### src/rtl/mwb_pkg.sv
package mwb_pkg;

    typedef enum logic [0:0] {
        DRAIN_IDLE  = 1'b0,
        DRAIN_ISSUE = 1'b1
    } drain_state_e;

endpackage

### src/rtl/mwb_entry_store.sv
module mwb_entry_store #(
    parameter int ENTRIES = 4,
    parameter int WORDS   = 4,
    parameter int DATA_W  = 32,
    parameter int BLK_W   = 28,
    localparam int PTR_W  = $clog2(ENTRIES),
    localparam int LINE_W = WORDS * DATA_W
) (
    input  logic               clk,
    input  logic               rst_n,
    input  logic               st_valid,
    input  logic [BLK_W-1:0]   st_blk,
    input  logic [LINE_W-1:0]  st_line,
    input  logic [WORDS-1:0]   st_mask,
    input  logic               st_io,
    output logic               st_ready,
    input  logic               head_lock,
    input  logic               pop,
    output logic [ENTRIES-1:0] ent_valid,
    output logic [BLK_W-1:0]   ent_blk  [ENTRIES],
    output logic [LINE_W-1:0]  ent_line [ENTRIES],
    output logic [WORDS-1:0]   ent_mask [ENTRIES],
    output logic [PTR_W-1:0]   head_ptr,
    output logic [PTR_W:0]     occupancy
);

    logic [ENTRIES-1:0] ent_io;
    logic [PTR_W-1:0]   tail_ptr;
    logic [ENTRIES-1:0] merge_sel;
    logic               merge_any;
    logic [PTR_W-1:0]   merge_idx;
    logic               full;
    logic               push;
    logic               fold;
    logic [LINE_W-1:0]  fresh_line;

    // Merge target search: one candidate at most, since a block can be
    // held unlocked in only one non-I/O entry.
    always_comb begin
        merge_sel = '0;
        merge_idx = '0;
        for (int i = 0; i < ENTRIES; i++) begin
            merge_sel[i] = ent_valid[i] && !ent_io[i] && !st_io &&
                           (ent_blk[i] == st_blk) &&
                           !(head_lock && (PTR_W'(i) == head_ptr));
            if (merge_sel[i]) begin
                merge_idx = PTR_W'(i);
            end
        end
        merge_any = |merge_sel;
    end

    always_comb begin
        for (int w = 0; w < WORDS; w++) begin
            fresh_line[w*DATA_W +: DATA_W] = st_mask[w] ? st_line[w*DATA_W +: DATA_W] : '0;
        end
    end

    assign full     = (occupancy == (PTR_W+1)'(ENTRIES));
    assign st_ready = merge_any || !full;
    assign push     = st_valid && st_ready && !merge_any;
    assign fold     = st_valid && st_ready && merge_any;

    always_ff @(posedge clk) begin
        if (!rst_n) begin
            ent_valid <= '0;
            ent_io    <= '0;
            head_ptr  <= '0;
            tail_ptr  <= '0;
            occupancy <= '0;
            for (int i = 0; i < ENTRIES; i++) begin
                ent_blk[i]  <= '0;
                ent_line[i] <= '0;
                ent_mask[i] <= '0;
            end
        end else begin
            if (fold) begin
                for (int w = 0; w < WORDS; w++) begin
                    if (st_mask[w]) begin
                        ent_line[merge_idx][w*DATA_W +: DATA_W] <= st_line[w*DATA_W +: DATA_W];
                    end
                end
                ent_mask[merge_idx] <= ent_mask[merge_idx] | st_mask;
            end
            if (push) begin
                ent_valid[tail_ptr] <= 1'b1;
                ent_io[tail_ptr]    <= st_io;
                ent_blk[tail_ptr]   <= st_blk;
                ent_line[tail_ptr]  <= fresh_line;
                ent_mask[tail_ptr]  <= st_mask;
                tail_ptr            <= tail_ptr + 1'b1;
            end
            if (pop) begin
                ent_valid[head_ptr] <= 1'b0;
                head_ptr            <= head_ptr + 1'b1;
            end
            unique case ({push, pop})
                2'b10:   occupancy <= occupancy + 1'b1;
                2'b01:   occupancy <= occupancy - 1'b1;
                default: occupancy <= occupancy;
            endcase
        end
    end

endmodule

### src/rtl/mwb_read_search.sv
module mwb_read_search #(
    parameter int ENTRIES = 4,
    parameter int WORDS   = 4,
    parameter int DATA_W  = 32,
    parameter int BLK_W   = 28,
    localparam int PTR_W  = $clog2(ENTRIES),
    localparam int SEL_W  = $clog2(WORDS),
    localparam int LINE_W = WORDS * DATA_W
) (
    input  logic [ENTRIES-1:0] ent_valid,
    input  logic [BLK_W-1:0]   ent_blk  [ENTRIES],
    input  logic [LINE_W-1:0]  ent_line [ENTRIES],
    input  logic [WORDS-1:0]   ent_mask [ENTRIES],
    input  logic [PTR_W-1:0]   head_ptr,
    input  logic               rd_valid,
    input  logic [BLK_W-1:0]   rd_blk,
    input  logic [SEL_W-1:0]   rd_word,
    output logic               rd_match,
    output logic               rd_hit,
    output logic [DATA_W-1:0]  rd_data
);

    // Scan from oldest to youngest so that the youngest covering copy wins.
    always_comb begin
        logic [PTR_W-1:0] idx;
        rd_match = 1'b0;
        rd_hit   = 1'b0;
        rd_data  = '0;
        for (int k = 0; k < ENTRIES; k++) begin
            idx = head_ptr + PTR_W'(k);
            if (rd_valid && ent_valid[idx] && (ent_blk[idx] == rd_blk)) begin
                rd_match = 1'b1;
                if (ent_mask[idx][rd_word]) begin
                    rd_hit  = 1'b1;
                    rd_data = ent_line[idx][int'(rd_word)*DATA_W +: DATA_W];
                end
            end
        end
    end

endmodule

### src/rtl/mwb_drain_ctrl.sv
module mwb_drain_ctrl
    import mwb_pkg::*;
(
    input  logic clk,
    input  logic rst_n,
    input  logic have_work,
    input  logic mem_ready,
    output logic mem_valid,
    output logic pop,
    output logic head_lock
);

    drain_state_e state_q;
    drain_state_e state_d;

    always_ff @(posedge clk) begin
        if (!rst_n) begin
            state_q <= DRAIN_IDLE;
        end else begin
            state_q <= state_d;
        end
    end

    always_comb begin
        state_d = state_q;
        unique case (state_q)
            DRAIN_IDLE:  if (have_work) state_d = DRAIN_ISSUE;
            DRAIN_ISSUE: if (mem_ready) state_d = DRAIN_IDLE;
            default:     state_d = DRAIN_IDLE;
        endcase
    end

    always_comb begin
        mem_valid = 1'b0;
        head_lock = 1'b0;
        pop       = 1'b0;
        unique case (state_q)
            DRAIN_IDLE: begin
                mem_valid = 1'b0;
            end
            DRAIN_ISSUE: begin
                mem_valid = 1'b1;
                head_lock = 1'b1;
                pop       = mem_ready;
            end
            default: begin
                mem_valid = 1'b0;
            end
        endcase
    end

endmodule

### src/rtl/merge_write_buffer.sv
module merge_write_buffer #(
    parameter int ENTRIES = 4,
    parameter int WORDS   = 4,
    parameter int DATA_W  = 32,
    parameter int BLK_W   = 28,
    localparam int PTR_W  = $clog2(ENTRIES),
    localparam int SEL_W  = $clog2(WORDS),
    localparam int LINE_W = WORDS * DATA_W
) (
    input  logic              clk,
    input  logic              rst_n,
    input  logic              st_valid,
    output logic              st_ready,
    input  logic [BLK_W-1:0]  st_blk_addr,
    input  logic [LINE_W-1:0] st_data,
    input  logic [WORDS-1:0]  st_wmask,
    input  logic              st_io,
    input  logic              rd_valid,
    input  logic [BLK_W-1:0]  rd_blk_addr,
    input  logic [SEL_W-1:0]  rd_word,
    output logic              rd_match,
    output logic              rd_hit,
    output logic [DATA_W-1:0] rd_data,
    output logic              mem_valid,
    input  logic              mem_ready,
    output logic [BLK_W-1:0]  mem_blk_addr,
    output logic [LINE_W-1:0] mem_data,
    output logic [WORDS-1:0]  mem_wmask
);

    logic [ENTRIES-1:0] ent_valid;
    logic [BLK_W-1:0]   ent_blk  [ENTRIES];
    logic [LINE_W-1:0]  ent_line [ENTRIES];
    logic [WORDS-1:0]   ent_mask [ENTRIES];
    logic [PTR_W-1:0]   head_ptr;
    logic [PTR_W:0]     occupancy;
    logic               head_lock;
    logic               pop;

    mwb_entry_store #(
        .ENTRIES(ENTRIES), .WORDS(WORDS), .DATA_W(DATA_W), .BLK_W(BLK_W)
    ) u_store (
        .clk       (clk),
        .rst_n     (rst_n),
        .st_valid  (st_valid),
        .st_blk    (st_blk_addr),
        .st_line   (st_data),
        .st_mask   (st_wmask),
        .st_io     (st_io),
        .st_ready  (st_ready),
        .head_lock (head_lock),
        .pop       (pop),
        .ent_valid (ent_valid),
        .ent_blk   (ent_blk),
        .ent_line  (ent_line),
        .ent_mask  (ent_mask),
        .head_ptr  (head_ptr),
        .occupancy (occupancy)
    );

    mwb_read_search #(
        .ENTRIES(ENTRIES), .WORDS(WORDS), .DATA_W(DATA_W), .BLK_W(BLK_W)
    ) u_search (
        .ent_valid (ent_valid),
        .ent_blk   (ent_blk),
        .ent_line  (ent_line),
        .ent_mask  (ent_mask),
        .head_ptr  (head_ptr),
        .rd_valid  (rd_valid),
        .rd_blk    (rd_blk_addr),
        .rd_word   (rd_word),
        .rd_match  (rd_match),
        .rd_hit    (rd_hit),
        .rd_data   (rd_data)
    );

    mwb_drain_ctrl u_drain (
        .clk       (clk),
        .rst_n     (rst_n),
        .have_work (occupancy != '0),
        .mem_ready (mem_ready),
        .mem_valid (mem_valid),
        .pop       (pop),
        .head_lock (head_lock)
    );

    assign mem_blk_addr = ent_blk[head_ptr];
    assign mem_data     = ent_line[head_ptr];
    assign mem_wmask    = ent_mask[head_ptr];

endmodule

### config.mk
export PLATFORM = sky130hd
export DESIGN_NAME = merge_write_buffer
export DESIGN_NICKNAME = d
export VERILOG_FILES = /design/src/rtl/mwb_pkg.sv /design/src/rtl/mwb_entry_store.sv /design/src/rtl/mwb_read_search.sv /design/src/rtl/mwb_drain_ctrl.sv /design/src/rtl/merge_write_buffer.sv
export SDC_FILE = /design/constraint.sdc
export NUM_CORES = 2
export LEC_CHECK = 0
export BUFFER_PORTS_ARGS = -buffer_cell sky130_fd_sc_hd__buf_2
export CAP_MARGIN = 10
export CORE_MARGIN = 4
export CORE_UTILIZATION = 55
export DETAILED_ROUTE_END_ITERATION = 8
export GPL_TIMING_DRIVEN = 0
export PLACE_DENSITY = 0.77
export SYNTH_ARGS = -nofsm -noshare
export SYNTH_HDL_FRONTEND = slang
export SYNTH_SLANG_ARGS = --single-unit
### constraint.sdc
create_clock -name clk -period 6.85 [get_ports clk]
set_clock_uncertainty 0.05 [all_clocks]
set_input_delay 1.0275 -clock clk [delete_from_list [all_inputs] [get_ports clk]]
set_output_delay 1.0275 -clock clk [all_outputs]
set_load 0.01 [all_outputs]
## Word-level counts from Yosys, hierarchy flattened

Index checks and enable logic that the tools add are counted.

| word-level totals | value |
|---|---|
| flip-flop bits (word level) | 656 |
| output and inout port bits | 196 |
| latch bits | 0 |
| RAM bits | 0 |
| logic and storage cells | 257 |
| memory bits (read-only) | 0 |
| bits of input ports | 196 |
| memories | 0 |

| cells by class | value |
|---|---|
| $mul | 0 |
| divide/modulo/power cells | 0 |
| magnitude comparators | 16 |
| reduce and logical (&&, ||, !) cells | 51 |
| add/sub/neg operators | 6 |
| multiplexer cells | 137 |
| shift operators | 4 |
| bitwise logic cells | 11 |
| eq/ne operators | 14 |

Operators with widths:

| operator | number |
|---|---|
| 2-to-1 mux 512 bit | 13 |
| bitwise mux 512 bit | 5 |
| demux 128 bit (select 2 bit) | 5 |
| 2-to-1 mux 128 bit | 10 |
| binary-select mux 128 bit (select 2 bit) | 4 |
| indexed part select 128 x 8 -> 32 bit | 4 |
| 2-to-1 mux 32 bit | 13 |
| 2-to-1 mux 28 bit | 9 |
| binary-select mux 28 bit (select 2 bit) | 4 |
| == test 28 bit | 8 |
| bitwise mux 112 bit | 1 |
| 2-to-1 mux 96 bit | 1 |
| 2-to-1 mux 64 bit | 1 |
| 2-to-1 mux 4 bit | 15 |
| demux 28 bit (select 2 bit) | 1 |
| 2-to-1 mux 16 bit | 3 |
| binary-select mux 4 bit (select 2 bit) | 5 |
| logical AND 1 bit | 35 |
| bitwise mux 16 bit | 2 |
| 2-to-1 mux 1 bit | 27 |
| >= comparator 3 bit, second input constant | 6 |
| < comparator 2 x 3 -> 1 bit, second input constant | 6 |
| NOT 2 -> 3 bit | 6 |
| binary-select mux 1 bit (select 2 bit) | 8 |
| 27 further kinds | 47 |

## Depth between registers and ports, before layout

| depth | value |
|---|---|
| word-level depth | 31 |
| gate-level depth with buffers | 21 |

## Modules after synthesis

Synthesis repeated with hierarchy kept, for this count alone.

| unflattened totals | value |
|---|---|
| cell total of the unflattened synthesis | 4131 |
| area, all modules | 48770.5 um2 |

Modules (own cells, without submodules):

| module | cells an instance | instances | sequential area each (um2) | area an instance (um2) |
|---|---|---|---|---|
| mwb_entry_store | 2073 | 1 | 13112.6 | 23652.7 |
| mwb_read_search | 1855 | 1 | 0.0 | 21201.6 |
| merge_write_buffer | 197 | 1 | 0.0 | 3849.9 |
| mwb_drain_ctrl | 6 | 1 | 20.0 | 66.3 |

## Worst setup path after synthesis

No wires, ideal clock.

| path | value |
|---|---|
| path type | reg2out |
| from | register u_store.head_ptr[1] |
| to | output port rd_data[26] |
| setup slack | 1.188 ns |
| cell stages (with the launch flop) | 19 |
| arrival time | 4.584 ns |
| cell sequence | dfxtp_1 > buf_2 > clkinv_1 > buf_1 > clkbuf_1 > clkbuf_1 > ha_1 > buf_4 > buf_4 > buf_4 > mux4_2 > xnor2_1 > nand4_1 > a2111oi_1 > nand4_1 > buf_2 > clkbuf_1 > and4_1 > a311oi_1 |

| on the way | value |
|---|---|
| word-level cells in the longest chain between the ends | 14 |
| elaborated cells between the ends (all ways) | 83 |
| those cells by class | 3 x add/sub; 4 x eq/ne; 4 x shift; 60 x mux; 4 x bitwise; 8 x reduce/logical |

Ends and longest elaborated chain:

| item | line | source |
|---|---|---|
| from (decl) | mwb_entry_store.sv:23 | `output logic [PTR_W-1:0] head_ptr,` |
| from (signal assigned) | mwb_entry_store.sv:95 | `head_ptr <= head_ptr + 1'b1;` |
| branches (longest 13 deep; another with adder 2 x 1 -> 2 bit) | -- |  |
| 2-to-1 mux 32 bit (*) | mwb_read_search.sv:31 | `if (rd_valid && ent_valid[idx] && (ent_blk[idx] == rd_blk)) begin` |
| to (decl) | merge_write_buffer.sv:23 | `output logic [DATA_W-1:0] rd_data,` |

Every way passes the cells marked *. The select of a mux whose other input is x is not followed.

## Worst setup path after layout

| path | value |
|---|---|
| from | register u_store.head_ptr[0] |
| to | output port rd_data[27] |

Same word-level chain as after synthesis.

==> impl_metrics.py <==
metrics = {
    "worst_setup_path": {
        "startpoint_type": "flop",
        "crit_fanout": 10,
        "critPathArrivalTime_ns": 5.91,
        "crit_path_end_kind": "primary output",
        "required_ns": 5.77,
        "crit_slowest_cell": "mux2i_2",
        "max_stage_delay_ns": 0.63,
        "path_cells": "buf_6, buf_4, buf_4, buf_2, mux2i_2, o211ai_1, o21a_1, nor4_1, and4b_1, clkbuf_1, a21boi_2, clkbuf_4, a311oi_1, buf_2",
        "crit_type": "reg2out",
    },
    "route": {
        "drc": 0,
        "vias": 42600,
        "drt_first_pass_iters": 9,
        "routed_wirelength_microns": 226000,
        "drtIter0Drc": 7533,
        "wl_per_cell_microns": 42.9,
        "antenna_left": 0,
        "vias_per_cell": 8.08,
    },
    "die": {
        "rows": 104,
        "die-area_sq_mm": 0.0860,
        "boundaryPins": 392,
        "start_util_pct": 55.5,
        "die_y_microns": 293,
        "die_w_microns": 293,
        "core_area_sq_mm": 0.0805,
    },
    "clocking": {
        "htreeDepth": 3,
        "cts_tree": "yes",
        "clk_pin_slew_ns": 0.07,
        "clk_latency_ns": 0.66,
        "clock-sinks": 656,
        "root_buffer": "clkbuf_16",
        "cts_buffers": 76,
        "clockBufferDepth": 3,
        "cts_hold_buf": 0,
    },
    "logic_synthesis": {
        "synth_seq_cells": 656,
        "netlist_top_cells_area": "mux4_2 (35%), dfxtp_1 (29%), mux2i_1 (4.1%), xnor2_1 (3.7%), nand2_1 (2.8%)",
        "yosysTopAreaCellShare_pct": 35.3,
        "yosysTopAreaCell": "mux4_2",
        "ys_seq_area_share_pct": 29.4,
        "async_flop_share_pct": 0,
        "avgSynthCellArea_sq_um": 12.1,
        "yosysUniqueCellTypes": 80,
        "ys_top_cells_by_count": "mux4_2 (702), dfxtp_1 (656), nand2_1 (332)",
        "ys.flop_type": "dfxtp_1",
        "yosysMostFrequentCell": "mux4_2",
        "syn_inst": 3709,
        "synth_nets": 3915,
        "synth_area_sq_mm": 0.0447,
        "synth_edf_count": 0,
        "ys_warn_count": 0,
    },
    "place": {
        "gp_congestion": 1.08,
        "io_buffers": 335,
        "dp_hpwl_microns": 166000,
    },
    "sta": {
        "fin_ws_ns": -0.137,
        "slew_headroom_pct": 1.53,
        "whs_ns": 0.419,
        "fmax_mhz": 143,
        "hold_viol_final": 0,
        "period_needed_ns": 6.99,
        "tightest_slew_ns": 1.48,
        "post-route-period-util_pct": 102,
        "rsz0062_at_grt": "false",
        "setup_viol": 26,
        "final_max_slew_viol_count": 0,
    },
    "pwr": {
        "power.leakage_nw": 18.8,
        "fin_total_pwr_mw": 13.4,
        "ir_drop_uv": 222,
        "p_per_area_mw_per_mm2": 262,
    },
    "status": {
        "status": "finished, violations left",
        "violations": "negative setup slack",
    },
    "worst_hold_path": {
        "hp-class": "reg2reg",
    },
    "final_layout": {
        "area_growth_pct": 14.2,
        "multi_input_area_sq_mm": 0.0296,
        "final_nets": 4346,
        "drive_gt1_share_pct": 36.4,
        "fin_util_pct": 63.4,
        "nFillCells": 6381,
        "seq_area_sq_mm": 0.0131,
    },
    "global_route": {
        "grt_pass1_vias": 41400,
        "grt_antenna_before_repair": 19,
        "track_usage_pct": 51.3,
        "grt_first_pass_wirelength_microns": 312000,
        "overflow": 0,
        "grt_max_degree": 14,
    },
    "run": {
        "cap_violations": 0,
    },
}
[state kept, by name, indices dropped and copies added (netlist names)]
register           count
u_store.head_ptr       2
u_store.ent_valid      4
u_drain.state_q        1
u_store.occupancy      3
u_store.ent_blk      112
u_store.ent_line     512
u_store.ent_mask      16
u_store.tail_ptr       2
u_store.ent_io         4
[path summary, 6_finish.rpt]
check                              startpoint                          endpoint  slack (ns)  cells after the start
min            u_store.ent_io[3]$_SDFFE_PN0P_    u_store.ent_io[3]$_SDFFE_PN0P_        0.42                      2
max          u_store.head_ptr[0]$_SDFFE_PN0P_                       rd_data[27]       -0.14                     14
max reg2reg  u_store.head_ptr[0]$_SDFFE_PN0P_  u_store.ent_line[405]$_SDFF_PN0_        1.18                     13
min reg2reg    u_store.ent_io[3]$_SDFFE_PN0P_    u_store.ent_io[3]$_SDFFE_PN0P_        0.42                      2
[critical path: cells and delay by family, from the launching register on]
kind,cells,cell delay (ns)
simple gates,2,1.10
compound gates,4,1.04
mux,1,0.63
flops,1,0.39
buf+inv,7,2.04
[cells in the final DEF (no fill, tap or decap), drive strengths merged, types with 6 or more instances in the layout]
cell type	n
o2bb2ai	96
buf	581
dfxtp	656
a211oi	10
o221a	8
a32o	96
a21oi	55
a221oi	11
a22o	128
o211ai	9
xor2	30
nor2	149
clkbuf	299
clkinvlp	6
o22ai	6
and4	33
and3	39
mux4	702
bufinv	7
diode	21
nand3	45
nor3	11
nor4	19
o21ai	120
clkinv	20
mux2	30
a22oi	7
ha	9
nand4	44
o21a	9
inv	62
a311oi	35
xnor2	187
mux2i	183
nand2	332
a2bb2o	99
[per-stage QoR]
| step | TNS (ns) | area [sq um] | std cells | setup slack (ns) |
|---|---|---|---|---|
| 2_1_floorplan | 0 | 44700 | 3709 | 1.19 |
| 3_3_place_gp | -73.43 | 47700 | 5104 | -2.55 |
| 3_5_place_dp | -73.66 | 47800 | 5109 | -2.63 |
| 4_1_cts | 0 | 50900 | 5247 | 0.0459 |
| 5_1_grt | 0 | 51100 | 5256 | 0.0422 |
| 6_report | -1.71 | 51100 | 5276 | -0.137 |
[power by group]
group | internal, mW | switching [mW]
Clock | 2.45 | 1.85
Combinational | 1.78 | 3.05
Sequential | 3.99 | 0.267
[logic make-up after synthesis]
kind of cell | synth area share, %
simple gates | 7.24
compound gates | 13.6
fa+ha+maj | 0.296
mux | 40.2
flops | 29.4
xor+xnor | 4.25
buf+inv | 5.10
[area by class of cell]
cell class / count / area share (%)
tap: 1060 / 2.60
buffer: 428 / 4.42
clock buffer: 98 / 4.12
clock inverter: 35 / 0.889
timing repair buffer: 356 / 3.83
antenna: 21 / 0.103
multi-input combinational: 2562 / 57.9
sequential: 656 / 25.7
inverter: 60 / 0.451
[timing repair]
| item | CTS | global route |
|---|---|---|
| resized for setup | 115 | 21 |
| endpoints found under the setup margin | 34 | 34 |
| buffers inserted | 6 | 1 |
| pin swaps | 6 | 5 |
[routing by layer]
layer	up-vias	GRT usage (%)	part of all wire, %
li1	15800	-	-
met4	8	40.9	11
met3	1430	25.0	17
met5	-	0.166	0.049
met2	4807	74.2	42
met1	20600	57.8	31
(Power assumes the default switching activity.)
